$ cat config.mk
export PLATFORM = sky130hd
export DESIGN_NAME = reload_timer12
export DESIGN_NICKNAME = d
export VERILOG_FILES = /design/src/rtl/rt12_pkg.sv /design/src/rtl/rt12_tick_gate.sv /design/src/rtl/rt12_core.sv /design/src/rtl/rt12_bus.sv /design/src/rtl/reload_timer12.sv
export SDC_FILE = /design/constraint.sdc
export NUM_CORES = 1
export LEC_CHECK = 0
export BUFFER_PORTS_ARGS = -buffer_cell sky130_fd_sc_hd__buf_2
export CELL_PAD_IN_SITES_DETAIL_PLACEMENT = 0
export CELL_PAD_IN_SITES_GLOBAL_PLACEMENT = 1
export CORE_ASPECT_RATIO = 1.1
export CORE_MARGIN = 2
export CORE_UTILIZATION = 42
export DETAILED_ROUTE_END_ITERATION = 8
export PLACE_DENSITY = 0.77
export SYNTH_ARGS = -nofsm -noshare
export SYNTH_HDL_FRONTEND = slang
export SYNTH_SLANG_ARGS = --single-unit
export TNS_END_PERCENT = 100
$ cat constraint.sdc
create_clock -name clk_i -period 1.8 [get_ports clk_i]
set_input_delay 0.18 -clock clk_i [delete_from_list [all_inputs] [get_ports clk_i]]
set_output_delay 0.18 -clock clk_i [all_outputs]
set_load 0.01 [all_outputs]
$ cat src/rtl/rt12_pkg.sv
package rt12_pkg;
  typedef enum logic [1:0] {
    CS_OFF = 2'b00,
    CS_MS  = 2'b01,
    CS_CPU = 2'b10,
    CS_RSV = 2'b11
  } clk_sel_e;

  // register addresses; split registers use base + 2*index
  localparam int unsigned ADDR_CTRL   = 0;
  localparam int unsigned ADDR_CNT_HI = 1;
  localparam int unsigned ADDR_CNT_LO = 2;
  localparam int unsigned ADDR_RLD_HI = 3;
  localparam int unsigned ADDR_RLD_LO = 4;
  localparam int unsigned ADDR_CMP_HI = 5;
  localparam int unsigned ADDR_CMP_LO = 6;

  // status bit positions
  localparam int unsigned CS_LSB    = 3;
  localparam int unsigned OVF_BIT   = 2;
  localparam int unsigned OVFIE_BIT = 1;
  localparam int unsigned CMPIE_BIT = 0;
  localparam int unsigned CMPF_BIT  = 7;
endpackage

$ cat src/rtl/rt12_tick_gate.sv
module rt12_tick_gate
  import rt12_pkg::*;
(
  input  clk_sel_e sel_i,
  input  logic     ms_tick_i,
  output logic     tick_o
);
  always_comb begin
    unique case (sel_i)
      CS_MS:   tick_o = ms_tick_i;
      CS_CPU:  tick_o = 1'b1;
      default: tick_o = 1'b0;  // off and reserved both stop
    endcase
  end
endmodule

$ cat src/rtl/rt12_core.sv
module rt12_core #(
  parameter int unsigned CNT_W = 12
) (
  input  logic             clk_i,
  input  logic             rst_ni,
  input  logic             tick_i,
  input  logic [CNT_W-1:0] reload_i,
  input  logic [CNT_W-1:0] cmp_i,
  input  logic             clr_i,
  output logic [CNT_W-1:0] cnt_o,
  output logic             ovf_o,
  output logic             cmpf_o
);
  logic [CNT_W-1:0] cnt_q;
  logic ovf_q, cmpf_q, wrap, hit;

  assign wrap = tick_i && (cnt_q == {CNT_W{1'b1}});
  assign hit  = tick_i && (cnt_q == cmp_i);

  always_ff @(posedge clk_i or negedge rst_ni) begin
    if (!rst_ni) cnt_q <= '0;
    else if (tick_i) cnt_q <= wrap ? reload_i : cnt_q + 1'b1;
  end

  // set beats clear so an event coinciding with the acknowledging read survives
  always_ff @(posedge clk_i or negedge rst_ni) begin
    if (!rst_ni) begin
      ovf_q  <= 1'b0;
      cmpf_q <= 1'b0;
    end else begin
      if (wrap) ovf_q <= 1'b1;
      else if (clr_i) ovf_q <= 1'b0;
      if (hit) cmpf_q <= 1'b1;
      else if (clr_i) cmpf_q <= 1'b0;
    end
  end

  assign cnt_o  = cnt_q;
  assign ovf_o  = ovf_q;
  assign cmpf_o = cmpf_q;

  p_reload_r4: assert property (@(posedge clk_i) disable iff (!rst_ni)
    (tick_i && cnt_q == {CNT_W{1'b1}}) |=> (cnt_q == $past(reload_i)));
  p_ovf_set_r4: assert property (@(posedge clk_i) disable iff (!rst_ni)
    (tick_i && cnt_q == {CNT_W{1'b1}}) |=> ovf_q);
  p_cmp_set_r6: assert property (@(posedge clk_i) disable iff (!rst_ni)
    (tick_i && cnt_q == cmp_i) |=> cmpf_q);
  p_hold_r3: assert property (@(posedge clk_i) disable iff (!rst_ni)
    !tick_i |=> $stable(cnt_q));
endmodule

$ cat src/rtl/rt12_bus.sv
module rt12_bus
  import rt12_pkg::*;
#(
  parameter int unsigned DATA_W = 8,
  parameter int unsigned CNT_W  = 12,
  parameter int unsigned ADDR_W = 3
) (
  input  logic              clk_i,
  input  logic              rst_ni,
  input  logic [ADDR_W-1:0] addr_i,
  input  logic [DATA_W-1:0] wdata_i,
  input  logic              wr_i,
  input  logic              rd_i,
  output logic [DATA_W-1:0] rdata_o,
  output clk_sel_e          sel_o,
  output logic              ovf_ie_o,
  output logic              cmp_ie_o,
  output logic [CNT_W-1:0]  reload_o,
  output logic [CNT_W-1:0]  cmp_o,
  output logic              stat_rd_o,
  input  logic              ovf_i,
  input  logic              cmpf_i,
  input  logic [CNT_W-1:0]  cnt_i
);
  localparam int unsigned HI_W  = CNT_W - DATA_W;
  localparam int unsigned N_SPL = 2;  // reload, compare

  logic [1:0] sel_q;
  logic ovf_ie_q, cmp_ie_q, ctrl_we;
  logic [CNT_W-1:0] split_q [N_SPL];

  assign ctrl_we = wr_i && (addr_i == ADDR_W'(ADDR_CTRL));

  always_ff @(posedge clk_i or negedge rst_ni) begin
    if (!rst_ni) begin
      sel_q    <= '0;
      ovf_ie_q <= 1'b0;
      cmp_ie_q <= 1'b0;
    end else if (ctrl_we) begin
      sel_q    <= wdata_i[CS_LSB+1:CS_LSB];
      ovf_ie_q <= wdata_i[OVFIE_BIT];
      cmp_ie_q <= wdata_i[CMPIE_BIT];
    end
  end

  for (genvar g = 0; g < N_SPL; g++) begin : g_split
    logic [CNT_W-1:0] q;
    always_ff @(posedge clk_i or negedge rst_ni) begin
      if (!rst_ni) q <= '0;
      else if (wr_i) begin
        if (addr_i == ADDR_W'(ADDR_RLD_HI + 2*g)) q[CNT_W-1:DATA_W] <= wdata_i[HI_W-1:0];
        if (addr_i == ADDR_W'(ADDR_RLD_LO + 2*g)) q[DATA_W-1:0]     <= wdata_i;
      end
    end
    assign split_q[g] = q;
  end

  assign reload_o  = split_q[0];
  assign cmp_o     = split_q[1];
  assign sel_o     = clk_sel_e'(sel_q);
  assign ovf_ie_o  = ovf_ie_q;
  assign cmp_ie_o  = cmp_ie_q;
  assign stat_rd_o = rd_i && (addr_i == ADDR_W'(ADDR_CTRL));

  always_comb begin
    rdata_o = '0;
    if (rd_i) begin
      case (addr_i)
        ADDR_W'(ADDR_CTRL): begin
          rdata_o[CS_LSB+1:CS_LSB] = sel_q;
          rdata_o[OVF_BIT]         = ovf_i;
          rdata_o[OVFIE_BIT]       = ovf_ie_q;
          rdata_o[CMPIE_BIT]       = cmp_ie_q;
        end
        ADDR_W'(ADDR_CNT_HI): rdata_o[HI_W-1:0] = cnt_i[CNT_W-1:DATA_W];
        ADDR_W'(ADDR_CNT_LO): rdata_o = cnt_i[DATA_W-1:0];
        ADDR_W'(ADDR_RLD_HI): rdata_o[HI_W-1:0] = split_q[0][CNT_W-1:DATA_W];
        ADDR_W'(ADDR_RLD_LO): rdata_o = split_q[0][DATA_W-1:0];
        ADDR_W'(ADDR_CMP_HI): begin
          rdata_o[HI_W-1:0] = split_q[1][CNT_W-1:DATA_W];
          rdata_o[CMPF_BIT] = cmpf_i;
        end
        ADDR_W'(ADDR_CMP_LO): rdata_o = split_q[1][DATA_W-1:0];
        default: rdata_o = '0;
      endcase
    end
  end

  p_ctrl_wr_r8: assert property (@(posedge clk_i) disable iff (!rst_ni)
    ctrl_we |=> (sel_q == $past(wdata_i[CS_LSB+1:CS_LSB])));
  p_ctrl_keep_r8: assert property (@(posedge clk_i) disable iff (!rst_ni)
    !ctrl_we |=> $stable(sel_q) && $stable(ovf_ie_q) && $stable(cmp_ie_q));
endmodule

$ cat src/rtl/reload_timer12.sv
module reload_timer12
  import rt12_pkg::*;
#(
  parameter int unsigned DATA_W = 8,
  parameter int unsigned CNT_W  = 12,
  parameter int unsigned ADDR_W = 3
) (
  input  logic              clk_i,
  input  logic              rst_ni,
  input  logic [ADDR_W-1:0] addr_i,
  input  logic [DATA_W-1:0] wdata_i,
  input  logic              wr_i,
  input  logic              rd_i,
  output logic [DATA_W-1:0] rdata_o,
  input  logic              ms_tick_i,
  output logic              irq_o
);
  clk_sel_e sel;
  logic ovf_ie, cmp_ie, stat_rd, tick, ovf, cmpf;
  logic [CNT_W-1:0] reload, cmp_val, cnt;

  rt12_bus #(.DATA_W(DATA_W), .CNT_W(CNT_W), .ADDR_W(ADDR_W)) u_bus (
    .clk_i, .rst_ni, .addr_i, .wdata_i, .wr_i, .rd_i, .rdata_o,
    .sel_o(sel), .ovf_ie_o(ovf_ie), .cmp_ie_o(cmp_ie),
    .reload_o(reload), .cmp_o(cmp_val), .stat_rd_o(stat_rd),
    .ovf_i(ovf), .cmpf_i(cmpf), .cnt_i(cnt)
  );

  rt12_tick_gate u_gate (.sel_i(sel), .ms_tick_i, .tick_o(tick));

  rt12_core #(.CNT_W(CNT_W)) u_core (
    .clk_i, .rst_ni, .tick_i(tick), .reload_i(reload), .cmp_i(cmp_val),
    .clr_i(stat_rd), .cnt_o(cnt), .ovf_o(ovf), .cmpf_o(cmpf)
  );

  assign irq_o = (ovf & ovf_ie) | (cmpf & cmp_ie);

  p_stop_r3: assert property (@(posedge clk_i) disable iff (!rst_ni)
    (sel == CS_OFF || sel == CS_RSV) |=> $stable(cnt));
  p_clear_r5: assert property (@(posedge clk_i) disable iff (!rst_ni)
    (stat_rd && !(tick && cnt == {CNT_W{1'b1}})) |=> !ovf);
  p_irq_src_r7: assert property (@(posedge clk_i) disable iff (!rst_ni)
    $rose(irq_o) |-> (ovf || cmpf));
endmodule

# Yosys cells after proc, flatten, opt, wreduce, memory -nomap -nowiden
# Index checks and enable logic that the tools add are counted.
# op_classes
bitwise	3
n_div	0
n_mux	10
n_addsub	1
n_lt_le_gt_ge	0
shifts	0
mul	0
n_eq_ne	10
reduce_logical	11
# ops
op	n
$pmux 4 s7	1
$add 12x1->12 const B	1
$eq 12x12->1	1
$eq 12x12->1 const B	1
$mux 12	1
$eq 3x3->1 const B	3
$mux 8	1
$pmux 1 s4	2
$reduce_and 2->1	4
$eq 3x2->1 const B	2
$pmux 2 s3	1
$logic_and 1x1->1	4
$reduce_bool 2->1	2
$eq 3x1->1 const B	1
$logic_not 3->1	1
$mux 1	3
$and 1x1->1	2
$eq 2x1->1 const B	1
$eq 2x2->1 const B	1
$pmux 1 s2	1
$or 1x1->1	1
# totals
ramBits	0
out_inout_bits	9
word_cells	45
memories	0
reg_bits	42
latchBits	0
inputBits	16
rom_bits	0

# Depth between registers and ports, before layout
# Gate-level depths: netlist of the first run.
# depth
ltp_word	4
depth_mapped	7
ltp_nobuf	6

# Hierarchy
# Synthesis of the first run repeated with hierarchy kept, for this count alone.
# unflattened
cells_unflattened	231
area_unflattened_um2	2478.6
# by_module_without_submodules
mod	area_each_um2	cells_per_inst	seq_area_each_um2	n_inst
rt12_bus	1561.5	129	700.7	1
rt12_core	867.1	95	350.3	1
rt12_tick_gate	41.3	6	0.0	1
reload_timer12	8.8	1	0.0	1

# Worst setup path before layout of the first run
# OpenSTA, ideal clock, no wires.
# synth_timing
path_kind	reg2reg
from	register u_bus.sel_q[0] (netlist: u_bus.sel_o[0])
to	register u_core.cnt_q[6] (netlist: u_core.cnt_o[6])
setup_time_ps	127
required_ps	1673
t_arrival_ps	1581
stages_incl_launch_ff	7
setup_slack_ps	92
n_path_buf	0
period_less_slack_ps	1708
path_cell_list	dfrtp_1 > inv_1 > ha_1 > nand4b_4 > nor2_1 > and3_1 > mux2_1
# synth_between
elab_chain_cells	4
word_cells_on_any_way	5
classes_between	eq/ne: 2; mux: 2; reduce/logical: 1
# synth_rtl
item	line_no	text
from (decl)	rt12_bus.sv:28	logic [1:0] sel_q;
from (signal assigned)	rt12_bus.sv:40	sel_q <= wdata_i[CS_LSB+1:CS_LSB];
$eq 2x2->1 / $eq 2x1->1 (equally long branches)	rt12_tick_gate.sv:9	unique case (sel_i)
$pmux 1 s2 *	rt12_tick_gate.sv:9	
$logic_and 1x1->1	rt12_core.sv:17	assign wrap = tick_i && (cnt_q == {CNT_W{1'b1}});
$mux 12	rt12_core.sv:22	else if (tick_i) cnt_q <= wrap ? reload_i : cnt_q + 1'b1;
to (signal assigned)	rt12_core.sv:22	
to (decl)	rt12_core.sv:14	logic [CNT_W-1:0] cnt_q;
# Every way passes the cells marked *; elsewhere a longest branch is shown, timed or not.
# A chain may end at the register's enable or synchronous reset.

# Worst setup path in the final report of the first run
# layout_timing
from	register u_bus.sel_q[0] (netlist: u_bus.sel_o[0])
to	output port rdata_o[3]
# layout_between
elab_chain_cells	2
# layout_rtl
item	line_no	text
$pmux 4 s7	rt12_bus.sv:68	case (addr_i)
$mux 8	rt12_bus.sv:67	if (rd_i) begin
to (decl)	reload_timer12.sv:14	output logic [DATA_W-1:0] rdata_o,
# Every way passes these cells.

==> impl_metrics.toml, run 1 <==
[drt]
ant_nets = 0
drt_wl_total_microns = 6310
avgRoutedWirePerCell_microns = 17.9
drc_errors = 0
viasPerCell = 5.57
num_vias = 1967
drt_iter0_drc = 123
dr.pass1.iters = 4

[timing]
post-route-min-period_ns = 1.81
rsz0062_at_grt = "yes"
hold_violations = 0
setup_viol = 1
finClkSkew_ns = 0.00390
setup_ws_ns = -0.00784
max_freq_ghz = 0.553
hold_ws_ns = 0.120
tightest_slew_ns = 0.536
post-route-period-util_pct = 100
slew_viol_final = 0
relSlewSlack_pct = 64.3

[floorplan]
die_area_sq_mm = 0.00667
start_util_pct = 43.6
die_w_microns = 78.1
core_sq_mm = 0.00581
pin_count = 25
die_h_microns = 85.5
rows = 29

[grt]
grt_max_degree = 24
track_usage_pct = 20.3
antenna_found_initial = 0
gr-total-overflow = 0
grt_pass1_wl_microns = 10300
first_global_vias = 1961

[worst_hold_path]
hold_path.class = "primary input to flip-flop"

[setup_path]
crit_fanout = 2
crit_arrival_ns = 1.63
crit_type = "flip-flop to output port"
crit_path_end_kind = "output port"
start_kind = "flip-flop"
crit_required_ns = 1.62

[synth]
synthTopCellsByArea = "dfrtp_1, mux2_2, xor2_1"
yosys.area.top_type = "dfrtp_1"
syn_inst = 227
synth_seq_cells = 42
netlist_area_sq_mm = 0.00253
ys_seq_area_share_pct = 41.5
synth.top_cells.by_count = "dfrtp_1, mux2_2, nand2_1"
ys_types = 49
syn_avg_cell_area_sq_um = 11.2
synth_top_area_share_pct = 41.5
synthMostInstantiatedCell = "dfrtp_1"
synth_edf_count = 0
async_flop_share_pct = 100
yosys_warnings = 0
synth_fp_nets = 246
synth_top_flop_cell = "dfrtp_1"

[place]
dpl.cell_count = 334
hpwl_microns = 4720
dpl-instance-area_sq_mm = 0.00286
routabilityCongestion = 0.845
portBuffers = 24

[cts]
cts_tree = "done"
cts-root-buf = "clkbuf_8"
cts.htree.levels = 2
cts_inserted_buffers = 5
clock_latency_ns = 0.29
ctsLongestPathBuffers = 2
cts_sinks = 42
path_clk_slew_ns = 0.08

[pwr]
p_int_w = 0.00202
pwr_density_cell_mw_per_mm2 = 1010
swShare_pct = 34.9
power_w = 0.00310
comb_power_share_pct = 34.5
p_leak_nw = 1.44
switchingPower_w = 0.00108
p_clk_share_pct = 20.4
seqPwrFrac_pct = 45.1
max-vdd-ir-drop_uv = 581

[cells_and_area]
layout.nets = 294
final_cell_area_sq_mm = 0.00307
stdcell_count = 353
register_area_sq_mm = 0.00106
area_growth_pct = 21.0
multi_input_area_sq_mm = 0.00141
drive_above_1_share_pct = 41.3
n_antenna_cell = 0
num-fill-cells = 552

[status]
violations = "negative setup slack"
status = "finished, violations left"

[job]
cap_violations = 0
layout make-up:
type                    instances  share of cell area (%)
clock buffers                   7                    2.82
inverters                       5                   0.612
well taps                      77                    3.14
clock inverters                 1                   0.163
flip-flops and latches         42                    34.4
repair buffers                 57                    12.9
multi-input cells             164                    45.9
power groups by stage:
stage,registers [W],clock network [W],logic [W]
3_3_place_gp,0.00142,0,0.000928
4_1_cts,0.00138,0.000649,0.00104
2_1_floorplan,0.00131,0,0.000674
3_5_place_dp,0.00143,0,0.000936
6_report,0.00140,0.000632,0.00107
5_1_grt,0.00142,0.000697,0.00117
repair_timing:
item	in CTS	in global routing
hold buffers	1	0
endpoints found under the setup margin	4	8
endpoints found under the hold margin	22	0
gates resized for setup	4	8
buffers inserted	4	6
through the flow:
| stage | TNS (ns) | utilization, % | setup WS, ns |
|---|---|---|---|
| global route | -0.0744 | 52.8 | -0.0566 |
| global placement | 0 | 49.2 | 0.0869 |
| finish | -0.00784 | 52.8 | -0.00784 |
| detailed placement | 0 | 49.2 | 0.0493 |
| CTS | 0 | 51.6 | 0.000852 |
| floorplan | 0 | - | 0.0918 |
final timing paths:
path,startpoint,endpoint,slack [ns],cells after the start
max,u_bus.sel_o[0]$_DFFE_PN0P_,rdata_o[3],-0.008,4
min,wdata_i[4],u_bus.sel_o[1]$_DFFE_PN0P_,0.12,3
max reg2reg,u_bus.sel_o[0]$_DFFE_PN0P_,u_core.cnt_o[3]$_DFFE_PN0P_,0.05,7
min reg2reg,u_core.cmpf_o$_DFFE_PN0P_,u_core.cmpf_o$_DFFE_PN0P_,0.51,2
max in group asynchronous,rst_ni,u_core.cnt_o[0]$_DFFE_PN0P_,0.90,3
min in group asynchronous,rst_ni,u_bus.cmp_o[2]$_DFFE_PN0P_,0.40,2
critical path: stages, from the launching register on:
cell     delay (ns)
dfrtp_1        0.39
buf_4          0.14
mux4_2         0.44
o211a_1        0.22
buf_2          0.14
routing by layer:
| layer | global-route usage (%) | vias to the layer above | part of all wire, % |
|---|---|---|---|
| li1 | - | 934 | - |
| met1 | 28.6 | 993 | 47 |
| met2 | 32.7 | 33 | 48 |
| met3 | 3.19 | 7 | 3.0 |
| met4 | 5.74 | 0 | 1.3 |
| met5 | 0 | - | 0 |
state kept, by name, indices dropped and copies added, names as in the netlist:
signal	flops
u_bus.cmp_ie_o	1
u_core.ovf_o	1
u_bus.cmp_o	12
u_core.cnt_o	12
u_bus.reload_o	12
u_bus.ovf_ie_o	1
u_bus.sel_o	2
u_core.cmpf_o	1
cell usage in the layout (no fill, tap or decap), types with 5 or more instances in the layout:
cell type / n
mux4_2: 5
nand3_1: 12
xor2_1: 12
nor2_1: 9
clkbuf_8: 6
buf_4: 30
mux2i_1: 10
nand4_1: 5
o21ai_0: 6
dfrtp_1: 38
nand2_1: 13
mux2_2: 28
buf_2: 24
a21oi_1: 5
kinds of logic (layout without fill, tap and decap cells):
| kind of cell | count (synthesis) | after routing | share of synthesized area [%] |
|---|---|---|---|
| flip-flops | 42 | 42 | 41.5 |
| adder cells (fa/ha/maj) | 3 | 3 | 1.48 |
| multiplexers | 44 | 44 | 21.4 |
| AO/OA/AOI/OAI | 35 | 35 | 9.48 |
| XOR/XNOR | 12 | 12 | 4.15 |
| buffers and inverters | 21 | 70 | 4.05 |
| AND/OR/NAND/NOR | 70 | 70 | 17.9 |
(Power assumes the default switching activity.)
==> inputs of run 2 (changes only) <==
- BUFFER_PORTS_ARGS: -buffer_cell sky130_fd_sc_hd__buf_2 -> unset
- CELL_PAD_IN_SITES_DETAIL_PLACEMENT: 0 -> unset
- CELL_PAD_IN_SITES_GLOBAL_PLACEMENT: 1 -> unset
- CORE_UTILIZATION: 42 -> 57
- DONT_BUFFER_PORTS: unset -> 1
==> run 2 against run 1 <==
Net effect:
- the run now ends clean
- via count fell by 4.1%
- critical path depth rose by 4
- core utilization rose by 13 points
- power rose by 0.15%
- die area fell by 25%
- largest cell class unchanged
- largest power group unchanged
- highest routed layer unchanged
==> impl_metrics.toml, run 2 (same netlist as run 1, synthesis figures left out) <==
[job]
cap_violations = 0

[timing]
max_freq_ghz = 0.564
post-route-min-period_ns = 1.77
slew_viol_final = 0
tightest_slew_ns = 0.507
rsz0062_at_grt = "yes"
hold_ws_ns = 0.0170
relSlewSlack_pct = 66.1
post-route-period-util_pct = 98.6
hold_violations = 0
setup_viol = 0
finClkSkew_ns = 0.0109

[cts]
path_clk_slew_ns = 0.08
clock_latency_ns = 0.30
cts-root-buf = "clkbuf_8"
ctsLongestPathBuffers = 2
cts_sinks = 42
cts_inserted_buffers = 5
cts_tree = "done"
cts.htree.levels = 2

[floorplan]
start_util_pct = 59.1
die_h_microns = 73.9
die_area_sq_mm = 0.00500
core_sq_mm = 0.00429
die_w_microns = 67.6
rows = 25
pin_count = 25

[drt]
drc_errors = 0
num_vias = 1887
ant_nets = 0
dr.pass1.iters = 4
avgRoutedWirePerCell_microns = 20.5
drt_iter0_drc = 131
viasPerCell = 6.53
drt_wl_total_microns = 5920

[grt]
first_global_vias = 1874
grt_max_degree = 43
gr-total-overflow = 0
grt_pass1_wl_microns = 9610
antenna_found_initial = 0
track_usage_pct = 26.2

[setup_path]
worstRegToRegCells = 8
crit_end = "u_core.cnt_o[0]$_DFFE_PN0P_"
crit_path_end_kind = "flip-flop"
crit_fanout = 8
timing.rr.start = "u_bus.sel_o[0]$_DFFE_PN0P_"
r2r_slack_ns = 0.03
r2r_end = "u_core.cnt_o[0]$_DFFE_PN0P_"
crit_arrival_ns = 2.01
start_kind = "flip-flop"
crit_start = "u_bus.sel_o[0]$_DFFE_PN0P_"
crit_type = "flip-flop to flip-flop"
crit_required_ns = 2.04

[place]
routabilityCongestion = 0.883
hpwl_microns = 4120
portBuffers = 0

[cells_and_area]
drive_above_1_share_pct = 28.5
layout.nets = 254
register_area_sq_mm = 0.00105
multi_input_area_sq_mm = 0.00141
n_antenna_cell = 0
area_growth_pct = 11.0
most-common-layout-cells = "dfrtp_1, mux2_2, nand2_1, buf_4"
final_common_cell = "dfrtp_1"
num-fill-cells = 324

[pwr]
pwr_density_cell_mw_per_mm2 = 1100
p_leak_nw = 1.28
max-vdd-ir-drop_uv = 776
power_w = 0.00310

[worst_hold_path]
min_from = "wdata_i[4]"
hold_path.class = "primary input to flip-flop"

[status]
status = "complete, no violations"
## run 2: changes by cell type in the layout (fill, tap and decap cells not counted), moves of 3 or more
cell,change
buf_2,-23
buf_4,-17
dfrtp_1,+3
dfrtp_2,-3
## run 2: per-stage QoR
stage                     TNS (ns)  area (sq um)  utilization, %  cells  worst slack, ns
after global routing        -0.187          2810            65.6    289          -0.0573
after detailed placement         0          2600            60.6    274           0.0416
final                            0          2810            65.6    289           0.0254
after CTS                        0          2740            63.9    283           0.0159
after global placement           0          2600            60.6    274           0.0887
after floorplan                  0          2530               -    227           0.0918
## run 2: cell type report
class	count	area share, %
inverter	5	0.667
timing repair buffer	17	5.43
multi-input combinational	164	50.1
sequential	42	37.4
clock buffer	6	2.94
clock inverter	1	1.07
tap	54	2.40
## run 2: where the power goes
part | leakage [nW] | switching [W] | internal, W
Sequential | 0.521 | 0.000245 | 0.00114
Combinational | 0.703 | 0.000457 | 0.000493
Clock | 0.0573 | 0.000320 | 0.000444
Total | 1.28 | 0.00102 | 0.00208
## run 2: what timing repair did
| item | CTS | global route |
|---|---|---|
| endpoints found under the setup margin | 0 | 9 |
| endpoints found under the hold margin | 42 | 0 |
| buffers inserted | 0 | 6 |
| gates resized for setup | 0 | 6 |
| hold buffers | 2 | 0 |
## run 2: worst min-delay path by stage
stage	slack, ns	cells after the start	endpoint
2_1_floorplan	-0.12	0	u_bus.cmp_ie_o$_DFFE_PN0P_
3_3_place_gp	-0.11	0	u_core.cnt_o[4]$_DFFE_PN0P_
3_5_place_dp	-0.11	0	u_core.cnt_o[4]$_DFFE_PN0P_
4_1_cts	0.02	2	u_bus.sel_o[1]$_DFFE_PN0P_
5_1_grt	0.02	1	u_bus.cmp_o[5]$_DFFE_PN0P_
6_report	0.02	2	u_bus.sel_o[1]$_DFFE_PN0P_
## run 2: worst max-delay path, cell delays in order, from the launching register on
cell	delay (ns)
dfrtp_1	0.38
buf_4	0.14
ha_1	0.20
a21oi_2	0.18
buf_12	0.14
nor4_4	0.04
buf_4	0.16
or4_1	0.39
nand3_1	0.09
## run 2: routing by layer
metal | vias up | GRT usage [%] | part of all wire, %
met5 | - | 0 | 0
li1 | 862 | - | -
met4 | 0 | 9.07 | 2.4
met1 | 947 | 35.7 | 41
met2 | 67 | 42.6 | 49
met3 | 11 | 4.29 | 7.1
==> inputs of run 3 (changes only) <==
- REMOVE_ABC_BUFFERS: unset -> 1
- SETUP_SLACK_MARGIN: unset -> 0.02
==> run 3 against run 2 <==
Net effect:
- via count rose by 0.64%
- critical path type is now flip-flop to output port
- combinational power rose by 9%
- power fell by 3.4%
- die area did not move
- sequential power barely moved
- global-route usage rose by 0.35 points
- final area rose by 3.0%
- largest cell class unchanged
- sequential share of layout area fell by 1.0 points
- register-to-register slack barely moved
- clock skew fell by 0.0064 ns
- routed wire length rose by 3.6%
- final cell count rose by 2.8%
==> impl_metrics.toml, run 3 (same netlist as run 1, synthesis figures left out) <==
[status]
status = "complete, no violations"

[setup_path]
crit_required_ns = 1.62
start_kind = "flip-flop"
crit_type = "flip-flop to output port"
crit_path_end_kind = "output port"
slowest_delay_ns = 0.44
crit_fanout = 6
crit_arrival_ns = 1.59
cpMaxStageDelayCell = "mux4_2"
path_cells = "buf_6 > mux4_2 > o211a_1"
worstRegToRegCells = 7

[floorplan]
rows = 25
start_util_pct = 59.1
die_h_microns = 73.9
pin_count = 25
die_w_microns = 67.6
die_area_sq_mm = 0.00500
core_sq_mm = 0.00429

[worst_hold_path]
hold_path_depth = 2
hold_path.class = "primary input to flip-flop"

[pwr]
seqPwrFrac_pct = 46.5
max-vdd-ir-drop_uv = 713
switchingPower_w = 0.00105
comb_power_share_pct = 34.5
pwr_density_cell_mw_per_mm2 = 1040
swShare_pct = 35.0
p_int_w = 0.00195
p_leak_nw = 1.31
p_clk_share_pct = 19.0

[grt]
track_usage_pct = 26.6
gr-total-overflow = 0
grt_max_degree = 43
antenna_found_initial = 0
grt_pass1_wl_microns = 9670
first_global_vias = 1905

[timing]
hold_ws_ns = 0.00569
slew_viol_final = 0
tightest_slew_ns = 0.508
setup_viol = 0
relSlewSlack_pct = 66.0
rsz0062_at_grt = "yes"
post-route-min-period_ns = 1.77
post-route-period-util_pct = 98.1
hold_violations = 0
max_freq_ghz = 0.566
finClkSkew_ns = 0.00443

[cells_and_area]
register_area_sq_mm = 0.00105
fin_util_pct = 67.6
drive_above_1_share_pct = 34.6
area_growth_pct = 14.3
multi_input_area_sq_mm = 0.00146
most-common-layout-cells = "dfrtp_1, mux2_2, buf_4"
layout.nets = 262
n_antenna_cell = 0
num-fill-cells = 315
stdcell_count = 297
final_common_cell = "dfrtp_1"

[drt]
viasPerCell = 6.39
ant_nets = 0
dr.pass1.iters = 4
num_vias = 1899
drt_wl_total_microns = 6130
drc_errors = 0
avgRoutedWirePerCell_microns = 20.6
drt_iter0_drc = 102

[cts]
cts-root-buf = "clkbuf_8"
cts.htree.levels = 2
cts_tree = "done"
cts_sinks = 42
path_clk_slew_ns = 0.08
ctsLongestPathBuffers = 2
clock_latency_ns = 0.29
cts_inserted_buffers = 5

[place]
routabilityCongestion = 0.975
portBuffers = 0
hpwl_microns = 4190
dpl.cell_count = 275

[job]
cap_violations = 0
## run 3: timing repair
action                                  CTS  global route
resized for setup                         1            22
hold endpoints to repair                 42             0
buffers inserted                          1            12
hold buffers                              2             0
endpoints found under the setup margin    3            10
pin swaps                                 1             7
## run 3: cell type report
class	instances	area share [%]
clock buffer	5	2.38
inverter	5	0.648
tap	54	2.33
sequential	42	36.4
timing repair buffer	25	7.56
multi-input combinational	164	50.4
clock inverter	2	0.346
## run 3: worst max-delay path, delay by kind of cell, from the launching register on
kind	cells	cell delay (ns)
buffers and inverters	1	0.15
flip-flops	1	0.42
multiplexers	1	0.44
AO/OA/AOI/OAI	1	0.27
## run 3: through the flow
step	power, W	cell area (sq um)	setup slack (ns)	TNS, ns
6_report	0.00300	2900	0.0337	0
4_1_cts	0.00283	2710	0.0252	0
2_1_floorplan	0.00193	2450	0.0386	0
5_1_grt	0.00315	2900	-0.0310	-0.0718
3_3_place_gp	0.00219	2590	0.0765	0
3_5_place_dp	0.00222	2590	0.00266	0
## run 3: metal layers
metal  share of wire, %  up-vias  GRT usage, %
li1                   -      871             -
met4                3.5        0          12.5
met2                 49       64          41.2
met1                 42      944          35.9
met5                  0        -             0
met3                4.9       20          5.36
## run 3: final timing paths
| path | from | to | slack (ns) |
|---|---|---|---|
| max in group asynchronous | rst_ni | u_core.cnt_o[10]$_DFFE_PN0P_ | 1.24 |
| min | wdata_i[4] | u_bus.sel_o[1]$_DFFE_PN0P_ | 0.006 |
| max | u_core.cnt_o[0]$_DFFE_PN0P_ | rdata_o[0] | 0.03 |
| min in group asynchronous | rst_ni | u_core.cnt_o[2]$_DFFE_PN0P_ | 0.36 |
| max reg2reg | u_bus.sel_o[0]$_DFFE_PN0P_ | u_core.cnt_o[0]$_DFFE_PN0P_ | 0.04 |
| min reg2reg | u_core.cmpf_o$_DFFE_PN0P_ | u_core.cmpf_o$_DFFE_PN0P_ | 0.52 |
## run 3: power by group through the flow
| stage | logic, W | registers (W) | clock network, W |
|---|---|---|---|
| finish | 0.00104 | 0.00139 | 0.000570 |
| global route | 0.00111 | 0.00142 | 0.000624 |
| CTS | 0.000861 | 0.00138 | 0.000589 |
| detailed placement | 0.000827 | 0.00140 | 0 |
| global placement | 0.000804 | 0.00139 | 0 |
| floorplan | 0.000586 | 0.00135 | 0 |
